--- src/rtl/dram_seq_pkg.sv ---
package dram_seq_pkg;

  typedef enum logic [2:0] {
    ST_IDLE = 3'd0,
    ST_ROW  = 3'd1,
    ST_COL  = 3'd2,
    ST_ACT  = 3'd3,
    ST_PRE  = 3'd4
  } seq_state_t;

  // Programmed interval with a floor of one clock, returned as count-1.
  function automatic logic [7:0] span_minus1(input logic [7:0] prog);
    return (prog == 8'd0) ? 8'd0 : prog - 8'd1;
  endfunction

endpackage

--- src/rtl/dram_seq_start.sv ---
module dram_seq_start #(
  parameter int AW = 18
) (
  input  logic          clk,
  input  logic          rst_n,
  input  logic          idle,
  input  logic          mode_async,
  input  logic          chip_sel,
  input  logic          ale,
  input  logic          ads,
  input  logic [AW-1:0] cpu_addr,
  output logic          launch,
  output logic          async_go,
  output logic [AW-1:0] addr_eff
);

  logic          armed_q;
  logic [AW-1:0] addr_q;
  logic          arm_set;

  assign arm_set  = idle & ~armed_q & ~mode_async & ale & chip_sel;
  assign async_go = idle & ~armed_q & mode_async & ads & chip_sel;
  assign launch   = idle & (armed_q | async_go);

  always_ff @(posedge clk or negedge rst_n) begin
    if (!rst_n) begin
      armed_q <= 1'b0;
      addr_q  <= '0;
    end else begin
      if (launch)       armed_q <= 1'b0;
      else if (arm_set) armed_q <= 1'b1;
      if (arm_set || async_go) addr_q <= cpu_addr;
    end
  end

  // While idle and unarmed the live address is shown (asynchronous start).
  assign addr_eff = (idle && !armed_q) ? cpu_addr : addr_q;

endmodule

--- src/rtl/dram_seq_timer.sv ---
module dram_seq_timer #(
  parameter int CW = 2
) (
  input  logic          clk,
  input  logic          rst_n,
  input  logic          load,
  input  logic [CW-1:0] load_val,
  output logic          done
);

  logic [CW-1:0] cnt_q;

  always_ff @(posedge clk or negedge rst_n) begin
    if (!rst_n)              cnt_q <= '0;
    else if (load)           cnt_q <= load_val;
    else if (cnt_q != '0)    cnt_q <= cnt_q - 1'b1;
  end

  assign done = (cnt_q == '0);

endmodule

--- src/rtl/dram_seq_amux.sv ---
module dram_seq_amux #(
  parameter int ROW_W = 10,
  parameter int COL_W = 8,
  localparam int AW   = ROW_W + COL_W,
  localparam int MA_W = (ROW_W > COL_W) ? ROW_W : COL_W
) (
  input  logic [AW-1:0]   addr,
  input  logic            col_phase,
  output logic [MA_W-1:0] mem_addr
);

  logic [MA_W-1:0] row_f;
  logic [MA_W-1:0] col_f;

  generate
    if (ROW_W == MA_W) begin : g_row_full
      assign row_f = addr[AW-1:COL_W];
    end else begin : g_row_pad
      assign row_f = {{(MA_W-ROW_W){1'b0}}, addr[AW-1:COL_W]};
    end
    if (COL_W == MA_W) begin : g_col_full
      assign col_f = addr[COL_W-1:0];
    end else begin : g_col_pad
      assign col_f = {{(MA_W-COL_W){1'b0}}, addr[COL_W-1:0]};
    end
  endgenerate

  assign mem_addr = col_phase ? col_f : row_f;

endmodule

--- src/rtl/dram_seq.sv ---
module dram_seq
  import dram_seq_pkg::*;
#(
  parameter int ROW_W   = 10,
  parameter int COL_W   = 8,
  parameter int HOLD_W  = 2,
  parameter int PRE_CYC = 2,
  localparam int AW     = ROW_W + COL_W,
  localparam int MA_W   = (ROW_W > COL_W) ? ROW_W : COL_W,
  localparam int PRE_W  = (PRE_CYC > 2) ? $clog2(PRE_CYC) : 1,
  localparam int CW     = (HOLD_W > PRE_W) ? HOLD_W : PRE_W
) (
  input  logic              clk,
  input  logic              rst_n,
  input  logic              mode_async,
  input  logic              chip_sel,
  input  logic              ale,
  input  logic              ads,
  input  logic              areq,
  input  logic [HOLD_W-1:0] row_hold,
  input  logic [HOLD_W-1:0] col_setup,
  input  logic [AW-1:0]     cpu_addr,
  output logic [MA_W-1:0]   mem_addr,
  output logic              ras_n,
  output logic              cas_n,
  output logic              busy
);

  seq_state_t    state_q, state_d;
  logic          seen_q;
  logic          launch, async_go;
  logic [AW-1:0] addr_eff;
  logic          tmr_load, tmr_done;
  logic [CW-1:0] tmr_val;
  logic [7:0]    rh_m1, cs_m1;

  assign rh_m1 = span_minus1(8'(row_hold));
  assign cs_m1 = span_minus1(8'(col_setup));

  dram_seq_start #(.AW(AW)) u_start (
    .clk        (clk),
    .rst_n      (rst_n),
    .idle       (state_q == ST_IDLE),
    .mode_async (mode_async),
    .chip_sel   (chip_sel),
    .ale        (ale),
    .ads        (ads),
    .cpu_addr   (cpu_addr),
    .launch     (launch),
    .async_go   (async_go),
    .addr_eff   (addr_eff)
  );

  dram_seq_timer #(.CW(CW)) u_timer (
    .clk      (clk),
    .rst_n    (rst_n),
    .load     (tmr_load),
    .load_val (tmr_val),
    .done     (tmr_done)
  );

  dram_seq_amux #(.ROW_W(ROW_W), .COL_W(COL_W)) u_amux (
    .addr      (addr_eff),
    .col_phase ((state_q == ST_COL) || (state_q == ST_ACT)),
    .mem_addr  (mem_addr)
  );

  always_comb begin
    state_d  = state_q;
    tmr_load = 1'b0;
    tmr_val  = '0;
    unique case (state_q)
      ST_IDLE: if (launch) begin
        state_d  = ST_ROW;
        tmr_load = 1'b1;
        tmr_val  = CW'(rh_m1);
      end
      ST_ROW: if (tmr_done) begin
        state_d  = ST_COL;
        tmr_load = 1'b1;
        tmr_val  = CW'(cs_m1);
      end
      ST_COL: if (tmr_done) state_d = ST_ACT;
      ST_ACT: if (seen_q && !areq) begin
        state_d  = ST_PRE;
        tmr_load = 1'b1;
        tmr_val  = CW'(PRE_CYC - 1);
      end
      ST_PRE: if (tmr_done) state_d = ST_IDLE;
      default: state_d = ST_IDLE;
    endcase
  end

  always_ff @(posedge clk or negedge rst_n) begin
    if (!rst_n) begin
      state_q <= ST_IDLE;
      seen_q  <= 1'b0;
    end else begin
      state_q <= state_d;
      if (state_q == ST_IDLE || state_q == ST_PRE) seen_q <= 1'b0;
      else if (areq)                               seen_q <= 1'b1;
    end
  end

  assign ras_n = ~((state_q == ST_ROW) || (state_q == ST_COL) ||
                   (state_q == ST_ACT) || async_go);
  assign cas_n = ~(state_q == ST_ACT);
  assign busy  = (state_q != ST_IDLE) || async_go;

endmodule

--- config.mk ---
export PLATFORM = sky130hd
export DESIGN_NAME = dram_seq
export DESIGN_NICKNAME = d
export VERILOG_FILES = /design/src/rtl/dram_seq_pkg.sv /design/src/rtl/dram_seq_start.sv /design/src/rtl/dram_seq_timer.sv /design/src/rtl/dram_seq_amux.sv /design/src/rtl/dram_seq.sv
export SDC_FILE = /design/constraint.sdc
export NUM_CORES = 1
export LEC_CHECK = 0
export BUFFER_PORTS_ARGS = -buffer_cell sky130_fd_sc_hd__buf_4
export CAP_MARGIN = 20
export CORE_MARGIN = 3
export CORE_UTILIZATION = 46
export DETAILED_ROUTE_END_ITERATION = 12
export GPL_TIMING_DRIVEN = 0
export HOLD_SLACK_MARGIN = 0.06
export PLACE_DENSITY = 0.75
export SLEW_MARGIN = 15
export SYNTH_ARGS = -nofsm -noshare
export SYNTH_HDL_FRONTEND = slang
export SYNTH_SLANG_ARGS = --single-unit
--- constraint.sdc ---
create_clock -name clk -period 1.7 [get_ports clk]
set_input_delay 0 -clock clk [delete_from_list [all_inputs] [get_ports clk]]
set_output_delay 0 -clock clk [all_outputs]
set_load 0.02 [all_outputs]
# --- After elaboration in Yosys (flattened, before gate mapping) ---
# Index checks and enable logic that the tools add are counted.
classes:
  n_reduce_logical: 21
  add_sub_neg: 3
  bitwise: 13
  eq_ne: 9
  muxes: 24
ops:
  columns: ["op", "n"]
  rows:
  - ["$mux 18", 1]
  - ["$mux 3", 5]
  - ["$pmux 3 s5", 1]
  - ["$mux 2", 6]
  - ["$mux 10", 1]
  - ["$and 1x1->1", 8]
  - ["$mux 1", 8]
  - ["$ne 2x2->1 const B", 4]
  - ["$reduce_bool 2->1", 4]
  - ["$logic_or 1x1->1", 7]
  - ["$eq 3x2->1 const B", 2]
  - ["$logic_not 2->1", 3]
  - ["$pmux 2 s3", 1]
  - ["$sub 2x1->2 const B", 3]
  - ["$reduce_and 5->1", 1]
  - ["$not 1->1", 4]
  - ["$eq 3x1->1 const B", 1]
  - ["$eq 3x3->1 const B", 1]
  - ["$logic_not 3->1", 1]
  - ["$pmux 1 s3", 1]
  - ["$reduce_bool 3->1", 1]
  - ["$logic_and 1x1->1", 2]
  - ["$logic_not 1->1", 2]
  - ["$ne 2x1->1 const B", 1]
  - ["$or 1x1->1", 1]
word_totals:
  input_bits: 29
  elab_cells: 75
  register_bits: 25
  output_inout_bits: 13

# --- Longest topological paths before layout ---
# Gate-level depths: netlist of the first run.
depth:
  depth_word: 10
  mapped_depth: 6
  ltp_nobuf: 6

# --- Cells and area by module ---
# From an unflattened synthesis of the first run, not the netlist that was laid out.
unflattened:
  cells_unflattened: 129
  hier_area_um2: 1610.3
by_module_without_submodules:
  columns: ["module", "instances", "area_each_um2", "seq_area_each_um2", "cells_each"]
  rows:
  - ["dram_seq_start", 1, 1048.5, 475.5, 69]
  - ["dram_seq", 1, 299.0, 100.1, 37]
  - ["dram_seq_amux", 1, 148.9, 0.0, 11]
  - ["dram_seq_timer", 1, 113.9, 50.0, 12]

# --- Worst setup path after synthesis of the first run ---
# No wires, ideal clock.
synth_timing:
  path_kind: "reg2reg"
  startpoint: "register state_q[0]"
  endpoint: "register state_q[0]"
  setup_time_ps: 127
  arrival_ps: 1432
  synth_period_minus_slack_ps: 1560
  path_slack_ps: 140
  required_ps: 1573
  path_buffers: 1
  path_stages_with_launch: 6
  cell_sequence: "dfrtp_1 nor4_4 buf_2 nand2_1 nand2_1 mux2_1"
synth_between:
  elab_chain_cells: 9
  elab_cells_between_ends: 18
  cone_classes: "eq/ne: 9; mux: 1; bitwise: 6; reduce/logical: 2"
synth_rtl:
  columns: ["item", "line", "rtl"]
  rows:
  - ["from (decl)", "dram_seq.sv:29", "seq_state_t state_q, state_d;"]
  - ["from (signal assigned)", "dram_seq.sv:99", "state_q <= state_d;"]
  - ["$logic_not 3->1", "dram_seq.sv:43, dram_seq.sv:72", null]
  - ["$and 1x1->1 (4 in a row)", "dram_seq_start.sv:22", "assign async_go = idle & ~armed_q & mode_async & ads & chip_sel;"]
  - ["$or 1x1->1", "dram_seq_start.sv:23", "assign launch = idle & (armed_q | async_go);"]
  - ["$and 1x1->1", "dram_seq_start.sv:23", null]
  - ["$ne 2x2->1 (no line)", null, null]
  - ["$reduce_and 5->1 (no line)", null, null]
# Several ways; a longest one is shown, not always the timed one.
# A chain may end at the register's enable or synchronous reset.

# --- Worst setup path after layout of the first run ---
layout_timing:
  startpoint: "register state_q[0]"
  endpoint: "output mem_addr[1]"
layout_between:
  elab_chain_cells: 4
  elab_cells_between_ends: 7
  cone_classes: "eq/ne: 2; mux: 2; reduce/logical: 3"
layout_rtl:
  columns: ["item", "line", "rtl"]
  rows:
  - ["$logic_not 3->1", "dram_seq.sv:43", ".idle (state_q == ST_IDLE),"]
  - ["$logic_and 1x1->1", "dram_seq_start.sv:37", "assign addr_eff = (idle && !armed_q) ? cpu_addr : addr_q;"]
  - ["$mux 18", "dram_seq_start.sv:37", null]
  - ["$mux 10 *", "dram_seq_amux.sv:28", "assign mem_addr = col_phase ? col_f : row_f;"]
  - ["to (decl)", "dram_seq.sv:23", "output logic [MA_W-1:0] mem_addr,"]
# Every way passes the cells marked *; elsewhere a longest branch is shown, timed or not.

==> out/qor.yml, run 1 <==
run_status:
  status: "complete, but fails checks"
  violations: "negative setup slack"
finish:
  nets: 250
  drive_gt1_frac: 0.4795
  area_growth_syn_to_layout_pct: 66.27
  fin_util: 0.8378
  antenna_cells: 0
  fill_cells: 153
clock_tree:
  clk_latency_ps: 340
  cts.sinks: 25
  cts_max_level: 1
  clk_pin_slew_ps: 170
  cts_tree: "done"
  clock_path_buffers: 2
  clockRootBuffer: "clkbuf_4"
  cts_inserted_buffers: 3
timing:
  setup_slack_ps: -178.9
  worst_pin_slew_ps: 333.1
  final_max_slew_viol_count: 0
  setup_tns_ps: -1245
  fmax_ghz: 0.5322
  hold_slack_ps: 73.22
  slew_headroom: 0.7779
  hold_viol_final: 0
  fin_crit_sh: 1.105
  setup_violations: 11
  rsz0062_at_grt: "true"
  period_minus_slack_ps: 1879
  finClkSkew_ps: 19.63
global_routing:
  antenna_found_initial: 0
  met3_usage: 0.02703
  top_usage_layer: "met2"
  use_met2: 0.3683
  grt_pass1_vias: 1390
  grt_pass1_wl_um: 6265
  grt_overflow_total: 0
  grtUsageTotal: 0.1975
  use_met1: 0.2373
  grt_max_degree: 26
yosys:
  ys_async_sr_fraction: 1.000
  seq_area_frac_synth: 0.4281
  synth_cell_types: 29
  synth_common_cells: "dfrtp_1 (25), nand2_1 (17), o21ai_0 (13)"
  syn_area_sq_mm: 0.001461
  synth.most_common_cell: "dfrtp_1"
  yosys-top-cells-area: "dfrtp_1 (43%), mux2_4 (10%), mux2_2 (7.7%)"
  synth_mux_area_frac: 0.2628
  syn_inst: 134
  synth_xor_area_frac: 0
  yosys.area.top_type_share: 0.4281
  yosysTopAreaCell: "dfrtp_1"
  synth_flop_cell: "dfrtp_1"
  syn_avg_cell_area_sq_um: 10.91
  synth_top_family_by_area: "multiplexers"
  synth_fa_ha_area_frac: 0.008562
  synth_compound_area_frac: 0.1087
  synth_enable_flop_cells: 0
  yosys_register_bits: 25
  synth_nets: 164
  yosys.area_share.simple: 0.1515
  ys_warn_count: 0
drt:
  first_pass_iters: 4
  first_iter_violations: 81
  drc: 0
  wirelength_um: 4381
  vias_per_cell: 5.326
  drtAntennaViolNets: 0
  routedWlPerCell_um: 16.79
  dr_total_vias: 1390
worst_setup_path:
  critPathCaptureType: "output pin"
  path_cells: "nor4_4 > buf_6 > buf_12 > buf_8 > nand2_1 > o21ai_1 > buf_4"
  cpPeakStageDelay_ps: 460
  critical_path.slowest_cell: "dfrtp_1"
  crit_path_start_kind: "flip-flop"
  cp.required_ps: 1700
  worstPathArrival_ps: 1880
  worstPathMaxFanout: 5
  critPathKind: "reg2out"
power:
  finalPower_mw: 4.600
  powerDensity_mw_per_mm2: 1893
  vdd_ir_drop_max_uv: 1461
  p_leak_nw: 1.130
floorplan:
  design.die.area_sq_mm: 0.003889
  die_y_um: 62.37
  std_cell_rows: 19
  core_area_sq_mm: 0.002900
  start_util: 0.5039
  die_w_um: 62.37
  num_io_pins: 42
place:
  port_buffers: 41
  post-dp-hpwl_um: 2432
  routabilityCongestion: 0.8306
flow_run:
  max-cap-violations: 0
min_path:
  holdCritPathClass: "in2async"
[through the flow]
step           cell area (sq um)  std cells  setup WS [ps]
4_1_cts                     2188        251         -119.7
3_3_place_gp                1822        217         -17.91
3_5_place_dp                1822        217         -45.41
2_1_floorplan               1461        134          140.3
6_report                    2430        261         -178.9
5_1_grt                     2430        261         -247.8
[metal layers]
layer  part of all wire  routed length [um]
met1               0.42                1839
met2               0.50                2205
met3              0.042                 183
met4              0.035                 152
met5                  0                   0
[cell families (layout without fill, tap and decap cells)]
group           count (synthesis)  in the layout
compound gates                 26             26
flops                          25             25
mux                            32             32
fa+ha+maj                       1              1
buf+inv                        11             96
simple gates                   39             39
[what timing repair did]
item                                    CTS  global route
cloned                                    0             3
endpoints found under the hold margin    48             0
pin swaps                                 3             9
endpoints found under the setup margin   13            23
buffers inserted                          5             8
resized for setup                        18            29
hold buffers                             25             0
[registers in the layout (all words and copies together) (netlist names)]
| name | count |
|---|---|
| u_timer.cnt_q | 2 |
| u_start.armed_q | 1 |
| seen_q | 1 |
| state_q | 3 |
| u_start.addr_q | 18 |
[final timing paths]
check | startpoint | endpoint | slack, ps | cells after the start
worst min-delay path | rst_n | state_q[2] | 70 | 2
max in group asynchronous | rst_n | u_start.addr_q[1] | 1360 | 2
worst min register to register | u_start.addr_q[1] | u_start.addr_q[1] | 530 | 1
worst max register to register | state_q[2] | state_q[0] | -10 | 6
worst max-delay path | state_q[0] | mem_addr[1] | -180 | 7
min in group clk | ads | state_q[2] | 130 | 4
[power by group]
group / switching, mW / internal, mW
sequential: 0.216 / 0.892
clock: 0.209 / 0.0902
combinational: 1.48 / 1.71
[cell usage in the layout (no fill, tap or decap), types with 2 or more instances in the layout]
| cell | instances |
|---|---|
| a21oi_1 | 4 |
| a22oi_1 | 2 |
| a31oi_1 | 3 |
| buf_12 | 3 |
| buf_4 | 49 |
| buf_6 | 5 |
| buf_8 | 2 |
| clkbuf_16 | 3 |
| clkbuf_4 | 3 |
| dfrtp_1 | 24 |
| dlygate4sd3_1 | 25 |
| inv_1 | 4 |
| mux2_2 | 10 |
| mux2_4 | 11 |
| mux2i_1 | 9 |
| nand2_1 | 14 |
| nand2_4 | 2 |
| nand2b_1 | 3 |
| nor2_1 | 6 |
| nor2b_1 | 3 |
| o21ai_0 | 2 |
| o21ai_1 | 8 |
| o21ai_2 | 3 |
[area by class of cell]
class | instances | area [sq um] | share of cell area
clock inverter | 1 | 7.507 | 0.003090
buffer | 7 | 85.08 | 0.03502
tap | 42 | 52.55 | 0.02163
timing repair buffer | 81 | 759.5 | 0.3126
inverter | 4 | 15.01 | 0.006179
multi-input combinational | 98 | 860.8 | 0.3543
sequential | 25 | 626.9 | 0.2580
clock buffer | 3 | 22.52 | 0.009269
[critical path, delay by kind of cell, from the launching register on]
kind	cells	cell delay, ps
AOI/OAI and AO/OA	1	110
buffers and inverters	4	560
DFF	1	460
and+or+nand+nor	2	400
(Power assumes the default switching activity.)
==> inputs of run 2 (changes only) <==
--- a/config.mk
+++ b/config.mk
@@ -5,14 +5,16 @@
 export SDC_FILE = /design/constraint.sdc
 export NUM_CORES = 1
 export LEC_CHECK = 0
+export ABC_AREA = 1
 export BUFFER_PORTS_ARGS = -buffer_cell sky130_fd_sc_hd__buf_4
 export CAP_MARGIN = 20
 export CORE_MARGIN = 3
-export CORE_UTILIZATION = 46
+export CORE_UTILIZATION = 48
+export CTS_BUF_LIST = sky130_fd_sc_hd__clkbuf_8
 export DETAILED_ROUTE_END_ITERATION = 12
 export GPL_TIMING_DRIVEN = 0
 export HOLD_SLACK_MARGIN = 0.06
-export PLACE_DENSITY = 0.75
+export PLACE_DENSITY = 0.78
 export SLEW_MARGIN = 15
 export SYNTH_ARGS = -nofsm -noshare
 export SYNTH_HDL_FRONTEND = slang
==> out/qor.yml, run 2 <==
finish:
  drive_gt1_frac: 0.3085
  area_growth_syn_to_layout_pct: 54.26
  mostFrequentLayoutCell: "nand2_1"
  fin_util: 0.7935
  layout_common_cells: "nand2_1 (78), buf_4 (51), dfrtp_1 (23), dlygate4sd3_1 (22), nor2_1 (20)"
  layout.cells.non_filler: 313
  largest_register: "u_start.addr_q"
  reg.largest.list: "u_start.addr_q x18, state_q x3, u_timer.cnt_q x2"
  largest_reg_flops: 18
  nets: 313
  antenna_cells: 0
yosys:
  synth_cell_types: 23
  ys_warn_count: 0
  yosysTopAreaCell: "dfrtp_1"
  ys_async_sr_fraction: 1.000
  syn_inst: 203
  synth_fa_ha_area_frac: 0.008598
  syn_area_sq_mm: 0.001455
  synth_xor_area_frac: 0.006019
  yosys-top-cells-area: "dfrtp_1 (43%), nand2_1 (21%), o21ai_0 (9.6%)"
  synth_flop_cell: "dfrtp_1"
  synth_compound_area_frac: 0.1126
  synth_mux_area_frac: 0
  syn_avg_cell_area_sq_um: 7.168
  synth_enable_flop_cells: 0
  synth_nets: 233
  yosys_register_bits: 25
  synth_common_cells: "nand2_1 (81), o21ai_0 (28), dfrtp_1 (25)"
  synth.most_common_cell: "nand2_1"
  seq_area_frac_synth: 0.4299
  yosys.area.top_type_share: 0.4299
  yosys.area_share.simple: 0.3620
  synth_top_family_by_area: "simple AND/OR/NAND/NOR gates"
clock_tree:
  cts_max_level: 1
  clock_path_buffers: 2
  cts_tree: "done"
  cts.sinks: 25
  clockRootBuffer: "clkbuf_8"
  clk_pin_slew_ps: 90
  cts_inserted_buffers: 3
  clk_latency_ps: 270
drt:
  first_pass_iters: 4
  drc: 0
  vias_per_cell: 5.182
  dr_total_vias: 1622
  first_iter_violations: 99
  wirelength_um: 4299
  drtAntennaViolNets: 0
  routedWlPerCell_um: 13.73
floorplan:
  die_y_um: 61.06
  core_area_sq_mm: 0.002829
  num_io_pins: 42
  design.die.area_sq_mm: 0.003728
  die_w_um: 61.06
  std_cell_rows: 19
  start_util: 0.5144
timing:
  fin_crit_sh: 1.001
  worst_pin_slew_ps: 316.3
  slew_headroom: 0.7869
  period_minus_slack_ps: 1702
  setup_violations: 1
  setup_slack_ps: -2.061
  rsz0062_at_grt: "true"
  hold_viol_final: 0
  finClkSkew_ps: 5.587
  fmax_ghz: 0.5875
  final_max_slew_viol_count: 0
min_path:
  holdCritPathClass: "in2reg"
power:
  p_leak_nw: 1.197
  finalPower_mw: 4.597
  powerDensity_mw_per_mm2: 2048
  vdd_ir_drop_max_uv: 1403
worst_setup_path:
  critPathKind: "reg2out"
  cp.required_ps: 1700
  cpPeakStageDelay_ps: 470
  worstPathMaxFanout: 6
  critical_path.slowest_cell: "dfrtp_2"
  crit_family: "flip-flops"
  critPathCaptureType: "output pin"
  crit_path_start_kind: "flip-flop"
  worstPathArrival_ps: 1700
  crit_buf_inv: 3
  path_cells: "nor2_4 > nand3_4 > clkinvlp_4 > buf_6 > o21ai_0 > o21ai_1 > buf_4"
run_status:
  violations: "negative setup slack"
  status: "complete, but fails checks"
global_routing:
  grt_pass1_vias: 1395
  antenna_found_initial: 0
  grt_max_degree: 26
  grt_overflow_total: 0
  grt_pass1_wl_um: 6230
  grtUsageTotal: 0.2245
place:
  post-dp-hpwl_um: 2576
  routabilityCongestion: 0.8037
  port_buffers: 41
  dp_cells: 275
  dp_slack_ps: 117.6
flow_run:
  max-cap-violations: 0
==> run 2: cell count changes in the layout (fill, tap and decap cells not counted), sizes merged, moves of 11 or more <==
cell   before  now
nor2        7   26
inv         4   18
mux2       21    0
nand2      17   81
o21ai      13   28
mux2i      11    0
==> run 2: final cells by class <==
class,count,area (sq um)
multi-input combinational,154,770.7
timing repair buffer,75,629.4
sequential,25,628.1
fill,198,584.3
inverter,19,85.08
buffer,5,46.29
clock buffer,3,41.29
tap,31,38.79
clock inverter,1,5.005
==> run 2: through the flow <==
step,hold slack [ps],cell area (sq um),setup TNS (ps)
after CTS,125.4,2120,0
after floorplan,-295.6,1455,0
after global placement,-80.07,1802,0
after detailed placement,-80.04,1802,0
final,123.4,2245,-2.061
after global routing,160.8,2245,-413.7
==> run 2: where the power goes <==
group	internal, mW	switching (mW)
Sequential	0.875	0.213
Clock	0.164	0.197
Combinational	1.35	1.80
==> run 2: cell families (layout without fill, tap and decap cells) <==
kind of cell,Yosys count,in the layout
XOR/XNOR,1,1
buffers and inverters,24,103
AO/OA/AOI/OAI,32,32
adder cells (fa/ha/maj),1,1
AND/OR/NAND/NOR,120,120
flip-flops,25,25
==> run 2: worst reg2reg max path, stage by stage (launching register included) <==
cell and delay [ps]:
dfrtp_2 470, nor2_4 170, nand3_4 130, buf_4 170, nor2_4 160, nor2_8 80
buf_4 180, nand2_1 90, nand2_1 60
==> run 2: worst paths after layout <==
kind | startpoint | endpoint | slack, ps | cells after the start
min reg2reg | u_start.addr_q[9] | u_start.addr_q[9] | 490 | 2
max in group asynchronous | rst_n | state_q[0] | 1270 | 2
min | col_setup[0] | u_timer.cnt_q[0] | 120 | 5
max reg2reg | state_q[0] | u_start.addr_q[10] | 100 | 8
min in group asynchronous | rst_n | u_start.addr_q[7] | 160 | 2
max | state_q[0] | mem_addr[4] | -2 | 7
==> run 2: layer usage <==
metal | vias to the layer above | global-route usage | wire (um)
met5 | - | 0 | 0
met4 | 0 | 0.06502 | 60
met3 | 6 | 0.02516 | 203
met2 | 52 | 0.3701 | 2143
met1 | 764 | 0.3121 | 1891
li1 | 800 | - | -
==> run 2: timing repair <==
item	CTS	global route
setup endpoints to repair	10	10
hold buffers	22	0
resized for setup	9	37
cloned	0	2
setup buffers	5	5
hold endpoints to repair	45	0
pin swaps	1	6
==> inputs of run 3 (changes only) <==
--- a/config.mk
+++ b/config.mk
@@ -8,14 +8,13 @@
 export ABC_AREA = 1
 export BUFFER_PORTS_ARGS = -buffer_cell sky130_fd_sc_hd__buf_4
 export CAP_MARGIN = 20
-export CORE_MARGIN = 3
+export CORE_MARGIN = 4
 export CORE_UTILIZATION = 48
 export CTS_BUF_LIST = sky130_fd_sc_hd__clkbuf_8
 export DETAILED_ROUTE_END_ITERATION = 12
 export GPL_TIMING_DRIVEN = 0
 export HOLD_SLACK_MARGIN = 0.06
 export PLACE_DENSITY = 0.78
-export SLEW_MARGIN = 15
 export SYNTH_ARGS = -nofsm -noshare
 export SYNTH_HDL_FRONTEND = slang
 export SYNTH_SLANG_ARGS = --single-unit
==> constraint.sdc (replaced) <==
create_clock -name clk -period 1.7 [get_ports clk]
set_input_delay 0.17 -clock clk [delete_from_list [all_inputs] [get_ports clk]]
set_output_delay 0.17 -clock clk [all_outputs]
set_load 0.02 [all_outputs]
==> out/qor.yml, run 3 (synthesis results as in run 2) <==
global_routing:
  grt_pass1_vias: 1387
  grt_max_degree: 26
  antenna_found_initial: 0
  use_met2: 0.3162
  top_usage_layer: "met2"
  grt_overflow_total: 0
  use_met1: 0.2540
  met3_usage: 0.04973
  grt_pass1_wl_um: 6168
  grtUsageTotal: 0.1914
place:
  post-dp-hpwl_um: 2617
  dp_cells: 275
  dpl_cell_area_sq_mm: 0.001802
  port_buffers: 41
  routabilityCongestion: 0.8605
run_status:
  status: "complete, but fails checks"
  violations: "negative setup slack"
finish:
  layout_common_cells: "nand2_1 (76), buf_4 (52), dfrtp_1 (22), nor2_1 (20), o21ai_0 (16)"
  largest_reg_flops: 18
  antenna_cells: 0
  fill_cells: 240
  drive_gt1_frac: 0.3308
  largest_register: "u_start.addr_q"
  area_growth_syn_to_layout_pct: 40.41
  nets: 294
  reg.largest.list: "u_start.addr_q x18, state_q x3, u_timer.cnt_q x2"
  design_area_sq_mm: 0.002043
  mostFrequentLayoutCell: "nand2_1"
  layout.cells.non_filler: 294
timing:
  fin_crit_sh: 1.040
  rsz0062_at_grt: "true"
  period_minus_slack_ps: 1767
  fmax_ghz: 0.5658
  hold_viol_final: 0
  final_max_slew_viol_count: 0
  worst_pin_slew_ps: 318.5
  setup_slack_ps: -67.26
  finClkSkew_ps: 7.227
  setup_violations: 11
  slew_headroom: 0.7876
worst_setup_path:
  worstPathArrival_ps: 1600
  cp.required_ps: 1530
  rrSetupSlack_ps: 70
  r2r-end: "u_start.addr_q[9]"
  critPathKind: "reg2out"
  worstPathMaxFanout: 5
  timing.rr.start: "state_q[0]"
  rr_worst_depth: 10
  crit_path_start_kind: "flip-flop"
  critPathCaptureType: "output pin"
drt:
  dr_total_vias: 1512
  first_iter_violations: 103
  drtAntennaViolNets: 0
  drc: 0
  wirelength_um: 3816
  vias_per_cell: 5.143
  routedWlPerCell_um: 12.98
  first_pass_iters: 4
floorplan:
  num_io_pins: 42
  die_w_um: 63.06
  design.die.area_sq_mm: 0.003977
  start_util: 0.5144
  std_cell_rows: 19
  core_area_sq_mm: 0.002829
  die_y_um: 63.06
clock_tree:
  cts_max_level: 1
  clockRootBuffer: "clkbuf_8"
  clk_pin_slew_ps: 90
  cts.sinks: 25
  clock_path_buffers: 2
  clk_latency_ps: 260
  cts_inserted_buffers: 3
  cts_tree: "done"
min_path:
  holdCritPathClass: "in2reg"
  hold_end: "u_start.addr_q[7]"
  holdPathStages: 3
  min-delay-start: "cpu_addr[7]"
flow_run:
  max-cap-violations: 0
power:
  vdd_ir_drop_max_uv: 930.0
  powerDensity_mw_per_mm2: 2168
  p_leak_nw: 1.119
[run 3: cell type report]
cell class	count	area, sq um	area share
Timing Repair Buffer	56	437.9	0.2143
Clock inverter	1	3.754	0.001837
Clock buffer	3	41.29	0.02021
Inverter	19	86.33	0.04225
Tap cell	31	38.79	0.01898
Sequential cell	25	629.4	0.3080
Buffer	5	56.30	0.02756
Multi-Input combinational cell	154	749.5	0.3668
[run 3: repair_timing]
item | 4_1_cts | 5_1_grt
pin swaps | 6 | 5
endpoints found under the setup margin | 10 | 12
setup buffers | 9 | 4
hold endpoints to repair | 25 | 0
gates resized for setup | 18 | 19
gates cloned | 1 | 1
hold buffers | 1 | 0
[run 3: stage by stage]
step           setup WS [ps]  hold WS (ps)  TNS (ps)  power [mW]  utilization
6_report              -67.26         96.56    -461.8       4.430       0.7222
3_5_place_dp          -30.55         91.53    -130.5       3.532       0.6369
3_3_place_gp          -38.26         87.25    -96.62       3.485       0.6369
2_1_floorplan          113.3        -125.6         0       2.667            -
4_1_cts               -29.77         93.63    -163.3       4.233       0.6966
5_1_grt               -151.7         93.76     -1569       4.794       0.7222
[run 3: per-layer routing]
metal / up-vias / wire length (um)
met3: 2 / 245
met5: - / 0
met1: 693 / 1680
li1: 766 / -
met2: 51 / 1871
met4: 0 / 19
[run 3: how the worst max path moves through the flow]
stage          depth (start not counted)        from  slack [ps]           to
6_report                               7  state_q[0]         -70  mem_addr[6]
2_1_floorplan                          6  state_q[0]         110  mem_addr[8]
3_5_place_dp                           7  state_q[0]         -30  mem_addr[1]
4_1_cts                                7  state_q[0]         -30  mem_addr[6]
5_1_grt                                7  state_q[0]        -150  mem_addr[6]
3_3_place_gp                           7  state_q[0]         -40  mem_addr[1]
[run 3: where the power goes]
part	internal (mW)	switching [mW]
Sequential	0.876	0.190
Clock	0.161	0.176
Combinational	1.32	1.71
Total	2.35	2.08
[run 3: critical path, stage by stage, from the launching register on]
cell and delay [ps]:
dfrtp_2 470, nor2_2 210, nand2_4 100, nand2_4 100, buf_6 110, o21ai_0 70
o21ai_1 100, buf_4 170
